<file path="config.mk">
export PLATFORM = sky130hd
export DESIGN_NAME = fault_site_array
export DESIGN_NICKNAME = d
export VERILOG_FILES = /design/src/rtl/fsa_pkg.sv /design/src/rtl/fsa_rst_sync.sv /design/src/rtl/fsa_corrupt.sv /design/src/rtl/fsa_reg_site.sv /design/src/rtl/fault_site_array.sv
export SDC_FILE = /design/constraint.sdc
export NUM_CORES = 1
export LEC_CHECK = 0
export BUFFER_PORTS_ARGS = -buffer_cell sky130_fd_sc_hd__buf_2
export CORE_UTILIZATION = 37
export CTS_BUF_LIST = sky130_fd_sc_hd__clkbuf_8
export DETAILED_ROUTE_END_ITERATION = 16
export PLACE_DENSITY_LB_ADDON = 0.05
export SETUP_SLACK_MARGIN = 0.02
export SYNTH_ARGS = -nofsm -noshare
export SYNTH_HDL_FRONTEND = slang
export SYNTH_SLANG_ARGS = --single-unit
export TNS_END_PERCENT = 5
</file>
<file path="constraint.sdc">
create_clock -name clk -period 1.07 [get_ports clk]
set_input_delay 0.214 -clock clk [delete_from_list [all_inputs] [get_ports clk]]
set_output_delay 0.214 -clock clk [all_outputs]
set_load 0.01 [all_outputs]
</file>
<file path="src/rtl/fsa_pkg.sv">
package fsa_pkg;
  typedef enum logic [1:0] {
    FM_SA0  = 2'b00,
    FM_SA1  = 2'b01,
    FM_FLIP = 2'b10,
    FM_NONE = 2'b11
  } fmodel_e;
endpackage

</file>
<file path="src/rtl/fsa_rst_sync.sv">
module fsa_rst_sync (
  input  logic clk,
  input  logic rst_n,
  output logic rst_sync_n
);
  logic [1:0] stage_q;
  logic [1:0] stage_d;

  always_comb begin
    stage_d = {stage_q[0], 1'b1};
  end

  always_ff @(posedge clk or negedge rst_n) begin
    if (!rst_n) stage_q <= 2'b00;
    else        stage_q <= stage_d;
  end

  assign rst_sync_n = stage_q[1];
endmodule

</file>
<file path="src/rtl/fsa_corrupt.sv">
module fsa_corrupt
  import fsa_pkg::*;
(
  input  logic    d_i,
  input  logic    act_i,
  input  fmodel_e model_i,
  output logic    y_o
);
  always_comb begin
    y_o = d_i;
    if (act_i) begin
      unique case (model_i)
        FM_SA0:  y_o = 1'b0;
        FM_SA1:  y_o = 1'b1;
        FM_FLIP: y_o = ~d_i;
        FM_NONE: y_o = d_i;
        default: y_o = d_i;
      endcase
    end
  end
endmodule

</file>
<file path="src/rtl/fsa_reg_site.sv">
module fsa_reg_site
  import fsa_pkg::*;
(
  input  logic    clk,
  input  logic    rst_n,
  input  logic    d_i,
  input  logic    load_i,
  input  logic    en_i,
  input  fmodel_e model_i,
  output logic    y_o
);
  logic state_q;
  logic state_d;
  logic upset;
  logic capture_en;
  logic overlay_act;

  assign upset       = en_i && (model_i == FM_FLIP);
  assign capture_en  = load_i || upset;
  assign overlay_act = en_i && (model_i != FM_FLIP);

  always_comb begin
    state_d = load_i ? d_i : state_q;
    if (upset) state_d = ~state_d;
  end

  always_ff @(posedge clk or negedge rst_n) begin
    if (!rst_n)          state_q <= 1'b0;
    else if (capture_en) state_q <= state_d;
  end

  fsa_corrupt u_overlay (
    .d_i     (state_q),
    .act_i   (overlay_act),
    .model_i (model_i),
    .y_o     (y_o)
  );


  reg_hold_chk: assert property (@(posedge clk) disable iff (!rst_n)
    (!load_i && !upset) |=> $stable(state_q));

  reg_load_chk: assert property (@(posedge clk) disable iff (!rst_n)
    (load_i && !upset) |=> (state_q == $past(d_i)));

  reg_flip_chk: assert property (@(posedge clk) disable iff (!rst_n)
    (upset && !load_i) |=> (state_q != $past(state_q)));

  reg_stuck_keep_chk: assert property (@(posedge clk) disable iff (!rst_n)
    (en_i && (model_i inside {FM_SA0, FM_SA1}) && !load_i) |=> $stable(state_q));
endmodule

</file>
<file path="src/rtl/fault_site_array.sv">
module fault_site_array
  import fsa_pkg::*;
#(
  parameter int          N_SITES  = 16,
  parameter logic [15:0] REG_MASK = 16'hFF00
) (
  input  logic                 clk,
  input  logic                 rst_n,
  input  logic [N_SITES-1:0]   orig_i,
  input  logic [N_SITES-1:0]   load_i,
  input  logic [N_SITES-1:0]   fault_en_i,
  input  logic [2*N_SITES-1:0] fault_cfg_i,
  output logic [N_SITES-1:0]   faulty_o
);
  localparam int CFG_W = 2;

  logic rst_sync_n;

  fsa_rst_sync u_rst (
    .clk        (clk),
    .rst_n      (rst_n),
    .rst_sync_n (rst_sync_n)
  );

  for (genvar i = 0; i < N_SITES; i++) begin : g_site
    fmodel_e model;
    assign model = fmodel_e'(fault_cfg_i[CFG_W*i +: CFG_W]);

    if (REG_MASK[i % 16]) begin : g_reg
      fsa_reg_site u_site (
        .clk     (clk),
        .rst_n   (rst_sync_n),
        .d_i     (orig_i[i]),
        .load_i  (load_i[i]),
        .en_i    (fault_en_i[i]),
        .model_i (model),
        .y_o     (faulty_o[i])
      );
    end else begin : g_wire
      fsa_corrupt u_site (
        .d_i     (orig_i[i]),
        .act_i   (fault_en_i[i]),
        .model_i (model),
        .y_o     (faulty_o[i])
      );

      wire_pass_chk: assert property (@(posedge clk) disable iff (!rst_sync_n)
        !fault_en_i[i] |-> (faulty_o[i] == orig_i[i]));

      wire_flip_chk: assert property (@(posedge clk) disable iff (!rst_sync_n)
        (fault_en_i[i] && model == FM_FLIP) |-> (faulty_o[i] != orig_i[i]));
    end


    sa0_chk: assert property (@(posedge clk) disable iff (!rst_sync_n)
      (fault_en_i[i] && model == FM_SA0) |-> !faulty_o[i]);

    sa1_chk: assert property (@(posedge clk) disable iff (!rst_sync_n)
      (fault_en_i[i] && model == FM_SA1) |-> faulty_o[i]);
  end
endmodule

</file>
# Word-level counts from Yosys, hierarchy flattened
# Cells that the tools add are included.
[totals]
register_bits = 10
out_inout_bits = 16
inputBits = 82
[classes]
reduce_logical = 40
n_mux = 48
eq_ne = 56
bitwise_logic = 24
[op_table]
columns = ["cell", "n"]
rows = [
  ["== test 2 bit (second input constant)", 32],
  ["one-hot mux 1 bit (4 select lines)", 16],
  ["== test 2 x 1 -> 1 bit (second input constant)", 16],
  ["logical NOT 2 bit", 16],
  ["2-to-1 mux 1 bit", 32],
  ["inverter 1 bit", 24],
  ["logical AND 1 bit", 16],
  ["!= test 2 bit (second input constant)", 8],
  ["logical OR 1 bit", 8],
]

# Logic depth before layout (Yosys ltp)
# Gate-level depths: netlist (run 1).
[logic_depth]
ltp_word = 3
depth_mapped = 4

# By module
# From an unflattened synthesis (run 1), not the netlist that was laid out.
[unflattened]
hier_cells = 115
area_unflattened_um2 = 954.7
[modules_own_cells]
columns = ["mod", "area_per_inst_um2", "cells_per_inst", "instances"]
rows = [
  ["fsa_reg_site", 62.6, 6, 8],
  ["fsa_corrupt", 25.0, 4, 16],
  ["fsa_rst_sync", 53.8, 3, 1],
]

# Worst setup path after synthesis (run 1)
# Ideal clock, no wire load.
[synth_timing]
kind = "in2out"
start = "in fault_en_i[10]"
end = "out faulty_o[10]"
required_ps = 856
path_buffers = 1
setup_slack_ps = 102
cell_stages = 3
arrival_time_ps = 754
path_cell_list = "nor2b_4 > mux2_4 > buf_4"
[synth_via]
elab_chain_len = 2
[synth_rtl]
columns = ["element", "line", "source"]
rows = [
  ["from (decl)", "fault_site_array.sv:11", "input logic [N_SITES-1:0] fault_en_i,"],
  ["logical AND 1 bit", "fsa_reg_site.sv:20", "assign overlay_act = en_i && (model_i != FM_FLIP);"],
  ["2-to-1 mux 1 bit", "fsa_corrupt.sv:11", "if (act_i) begin"],
  ["to (decl)", "fault_site_array.sv:13", "output logic [N_SITES-1:0] faulty_o"],
]
# Every way passes these cells.

# Final worst setup path (run 1)
[layout_timing]
start = "reg g_site[14].g_reg.u_site.state_q"
end = "out faulty_o[14]"
[layout_via]
elab_chain_len = 3
[layout_rtl]
columns = ["element", "line", "source"]
rows = [
  ["from (decl)", "fsa_reg_site.sv:12", "logic state_q;"],
  ["from (signal assigned)", "fsa_reg_site.sv:29", "else if (capture_en) state_q <= state_d;"],
  ["inverter 1 bit", "fsa_corrupt.sv:15", "FM_FLIP: y_o = ~d_i;"],
  ["one-hot mux 1 bit (4 select lines)", "fsa_corrupt.sv:12", "unique case (model_i)"],
  ["2-to-1 mux 1 bit *", "fsa_corrupt.sv:11", ""],
]
# Every way passes the cells marked *; elsewhere a longest branch is shown, timed or not.

==> results of run 1 <==
==> through the flow <==
| stage | instance area, um2 | power [mW] | std cells | utilization | TNS (ns) |
|---|---|---|---|---|---|
| after CTS | 1510 | 1.53 | 211 | 0.593 | -1.08 |
| final | 1530 | 1.54 | 212 | 0.601 | -1.04 |
| after floorplan | 1010 | 0.870 | 100 | - | 0 |
| after detailed placement | 1380 | 1.03 | 203 | 0.541 | -0.164 |
| after global placement | 1380 | 1.01 | 203 | 0.541 | -0.0682 |
| after global routing | 1530 | 1.64 | 212 | 0.601 | -1.30 |
==> per-layer routing <==
layer	routed length [um]	vias up	global-route usage
li1	-	505	-
met1	779	454	0.139
met2	1130	56	0.295
met4	0	0	0.0256
met5	0	-	0
met3	264	0	0.0417
==> worst max path at each step <==
| stage | slack [ns] | end |
|---|---|---|
| 2_1_floorplan | 0.10 | faulty_o[10] |
| 3_3_place_gp | -0.01 | faulty_o[15] |
| 3_5_place_dp | -0.03 | faulty_o[12] |
| 4_1_cts | -0.14 | faulty_o[10] |
| 5_1_grt | -0.17 | faulty_o[11] |
| 6_report | -0.14 | faulty_o[14] |
==> power breakdown <==
part | total (mW) | switching (mW) | internal, mW
clock network | 0.380 | 0.135 | 0.245
logic | 0.686 | 0.249 | 0.437
registers | 0.470 | 0.0340 | 0.436
total | 1.54 | 0.417 | 1.12
==> cells in the mapped netlist (2+ instances only) <==
library cell,instances,area (um2)
nor2_1,9,33.8
nand2b_4,6,82.6
a21boi_0,8,60.1
buf_4,16,120
xor2_1,7,61.3
o22a_1,8,70.1
dfrtp_1,10,250
mux2i_1,8,80.1
nor2b_4,2,27.5
a21oi_1,8,40.0
mux2_4,8,120
nand3b_1,7,52.6
==> state kept, by name (all words and copies together) (netlist names) <==
register                     flops
u_rst.stage_q                    2
g_site.g_reg.u_site.state_q      8
==> layout make-up <==
cell class | count | share of cell area
tap | 30 | 0.0245
multi-input combinational | 74 | 0.427
clock buffer | 3 | 0.0270
timing repair buffer | 95 | 0.358
sequential | 10 | 0.164
==> timing repair <==
item,in CTS,in global routing
setup endpoints to repair,8,12
cloned,0,0
setup buffers,4,1
pin swaps,0,1
hold endpoints to repair,2,0
hold buffers,1,0
gates resized for setup,8,7
==> critical path, stage by stage, from the launching register on <==
cell and delay [ns]:
dfrtp_1 0.38, mux2_4 0.27, buf_6 0.12
==> cells by family after synthesis <==
| group | synth area share |
|---|---|
| simple gates | 0.197 |
| flops | 0.247 |
| other cells | 0.00370 |
| compound gates | 0.168 |
| xor+xnor | 0.0691 |
| mux | 0.197 |
| buf+inv | 0.118 |
==> metrics.txt, run 1 <==
Multi-input gate area 653 um2; sequential area share after synthesis 0.247; Worst setup EP type output pin; # fillers 243; reg2reg end g_site[10].g_reg.u_site.state_q; r2r setup slk 0.06 ns; CP startpoint g_site[14].g_reg.u_site.state_q; Tot GR Track Use 0.144; # port buffers 89; Max Clk Rate 0.823 GHz; Clock Sinks 10; clock slew at reported path FFs 0.05 ns; Layout Nets 266; first-pass GRT wire length 3130 um; die width 54.4 um; RSZ-0062 raised after global routing true; Synth cell types 15; Setup Skew approximately 0.00083 ns; Tcrit/Tclk final 1.14; Slew Limit Fails 0; clock latency on the worst-skew pair 0.23 ns; Final ANT Viol Nets 0; total of max-cap violations 0; first-pass detailed-route iteration total 3; final WL 2180 um; Async S/R FF share, synth 1.00; CTS tree built; EDFF count, synth 0; cell area after synthesis between 0.001 and 0.0015 mm2; Yosys reg bits 10; status finished, violations left; Gate Count Post-Synth 100; Core Region 0.00254 mm2; crit-path max FO 2; worst-case clock buffer depth 2; synth warn 0; Hold WS roughly 0.13 ns; Critical Path AT 1.00 ns; Initial Util 0.399; Crit Reg-Reg Startpoint g_site[10].g_reg.u_site.state_q; Synth Net Count around 180; Worst Reg-to-Reg Cells 4; first-iteration detailed-routing DRC count 4; Antenna Cells 0; Place WS -0.0281 ns; vias in the first global route 850; H-tree levels 1; CP Class reg -> out; via count 1015; Pleak 0.820 nW; worst endpoint required time roughly 0.86 ns; Most used DFF post-synth dfrtp_1; root buffer cell clkbuf_8; DRC 0; final RePlAce weighted congestion 0.621; Via density ~4.8; commonest non-fill, non-tap cell in the layout buf_2; CTS Buf Count 3; Setup violations, final 8; initial antenna violation count 0; Die Ht 54.4 um; final worst setup slack -0.145 ns; Layout Area Growth over Synthesis 50.7%; post-DP HPWL ~1900 um; register area 250 um2; largest net degree at the start of global routing 9; Max IR drop VDD 847 uV; pwr dens ~1000 mW/mm2; total global routing overflow 0; syn_area_per_cell 10.1 um2; endpoints failing hold 0; I/O pin count 98; minimum clock period 1.21 ns; violated checks setup timing; commonest cells after routing, fill and taps aside buf_2 (81), dfrtp_1 (10), buf_6 (9); layout cells sized above 1 0.637; full die area ~0.0030 mm2; HP Class reg -> async; Routed WL per cell 10.3 um; FP Rows 18; CP Launch Type flop
Note: power is estimated with default switching activity, not from simulation.
==> inputs of run 2 (changes only) <==
Settings changed: PLACE_DENSITY from default to 0.82, PLACE_DENSITY_LB_ADDON 0.05 to default.
==> metrics.txt, run 2 (synthesis gave the netlist of run 1 again) <==
CTS tree built; HP Class reg -> async; clock latency on the worst-skew pair 0.23 ns (about the same); first-pass GRT wire length 2820 um (-10%); worst endpoint required time 0.86 ns (about the same); initial antenna violation count 0 (unchanged); H-tree levels 1 (unchanged); status finished, violations left; full die area 0.00296 mm2 (unchanged); Slew Limit Fails 0 (unchanged); reg2reg end g_site[8].g_reg.u_site.state_q; # fillers 239 (-1.6%); Final TNS setup -1.08 ns (-0.0406 ns); violated checks setup timing; layout cells sized above 1 0.628 (-0.00958); CP Launch Type flop; minimum clock period 1.23 ns (+0.0127 ns); Tot GR Track Use 0.137 (-0.00643); clock slew at reported path FFs 0.05 ns (about the same); total of max-cap violations 0 (unchanged); Critical Path AT 1.01 ns (about the same); Pleak 0.812 nW (-0.98%); DRC 0 (unchanged); CTS Buf Count 3 (unchanged); root buffer cell clkbuf_8; Final ANT Viol Nets 0 (unchanged); Initial Util 0.399 (unchanged); fin area 0.00151 mm2 (-1.1%); largest net degree at the start of global routing 9 (unchanged); Largest register FFs 8 (unchanged); die width 54.4 um (unchanged); commonest non-fill, non-tap cell in the layout buf_2; # port buffers 89 (unchanged); Layout Area Growth over Synthesis 49.1%; Tcrit/Tclk final 1.15 (+0.0119); commonest cells after routing, fill and taps aside buf_2 (81), dfrtp_1 (10); Layout Nets 263 (-1.1%); vias in the first global route 766 (-9.9%); Max Clk Rate 0.815 GHz (-1.0%); Via density 4.66 (-2.6%); Antenna Cells 0 (unchanged); Worst Reg-to-Reg Cells 3 (-1); Core Region 0.00254 mm2 (unchanged); final worst setup slack -0.157 ns (-0.0127 ns); Die Ht 54.4 um (unchanged); dpl cells 204 (+0.49%); Routed WL per cell 9.72 um (-5.4%); Setup violations, final 8 (unchanged); Hold WS 0.137 ns (+0.00480 ns); post-DP HPWL 1710 um (-10%); via count 979 (-3.5%); r2r setup slk 0.15 ns (+0.09 ns); final WL 2040 um (-6.2%); Crit Reg-Reg Startpoint g_site[8].g_reg.u_site.state_q; worst-case clock buffer depth 2 (unchanged); Largest regs g_site.g_reg.u_site.state_q: 8 flops, u_rst.stage_q: 2 flops; Setup Skew 0.00306 ns (+0.00223 ns); final RePlAce weighted congestion 0.638 (+2.7%); pwr dens 1040 mW/mm2 (+3.8%); Clock Sinks 10 (unchanged); FP Rows 18 (unchanged); crit-path max FO 2 (unchanged); RSZ-0062 raised after global routing true; Largest Register g_site.g_reg.u_site.state_q; Place WS -0.0216 ns (+0.00656 ns); I/O pin count 98 (unchanged); CP Class reg -> out; first-pass detailed-route iteration total 2 (-1); Worst setup EP type output pin; first-iteration detailed-routing DRC count 3 (-1); Area after DPL 0.00139 mm2 (+0.55%); endpoints failing hold 0 (unchanged); total global routing overflow 0 (unchanged); Finished Layout Cells 210 (-0.94%); Max IR drop VDD 995 uV (+17%)
run 2: repair_timing:
item,4_1_cts,5_1_grt
buffers inserted,1,0
setup endpoints to repair,8,12
hold endpoints to repair,2,0
resized for setup,8,4
hold buffers,1,0
run 2: area by class of cell:
class	instances	area, um2	area share
timing repair buffer	92	520	0.344
tap	30	37.5	0.0248
sequential	10	250	0.165
multi-input combinational	74	649	0.429
clock buffer	4	55.1	0.0364
run 2: how the worst max path moves through the flow:
stage	cells after the start	slack (ns)	end	startpoint
floorplan	3	0.10	faulty_o[10]	fault_en_i[10]
global placement	4	-0.01	faulty_o[15]	fault_cfg_i[31]
detailed placement	4	-0.02	faulty_o[15]	fault_cfg_i[31]
CTS	2	-0.16	faulty_o[15]	g_site[15].g_reg.u_site.state_q
global route	2	-0.19	faulty_o[15]	g_site[15].g_reg.u_site.state_q
finish	2	-0.16	faulty_o[15]	g_site[15].g_reg.u_site.state_q
run 2: per-stage QoR:
step	total power, mW	utilization
2_1_floorplan	0.870	-
3_3_place_gp	1.02	0.544
3_5_place_dp	1.03	0.544
4_1_cts	1.59	0.592
5_1_grt	1.69	0.594
6_report	1.58	0.594
run 2: layer usage:
metal,vias to the layer above,part of all wire,track usage
li1,499,-,-
met4,0,0.013,0.0513
met1,424,0.38,0.129
met3,2,0.083,0.0444
met2,54,0.52,0.270
met5,-,0,0
run 2: worst max-delay path, cell delays in order (launching register included):
cell     delay (ns)
dfrtp_1        0.39
mux2_4         0.27
buf_6          0.12
run 2: where the power goes:
| part | switching, mW | internal [mW] | total [mW] |
|---|---|---|---|
| clock | 0.146 | 0.323 | 0.469 |
| sequential | 0.0350 | 0.436 | 0.471 |
| combinational | 0.237 | 0.402 | 0.638 |
| total | 0.418 | 1.16 | 1.58 |
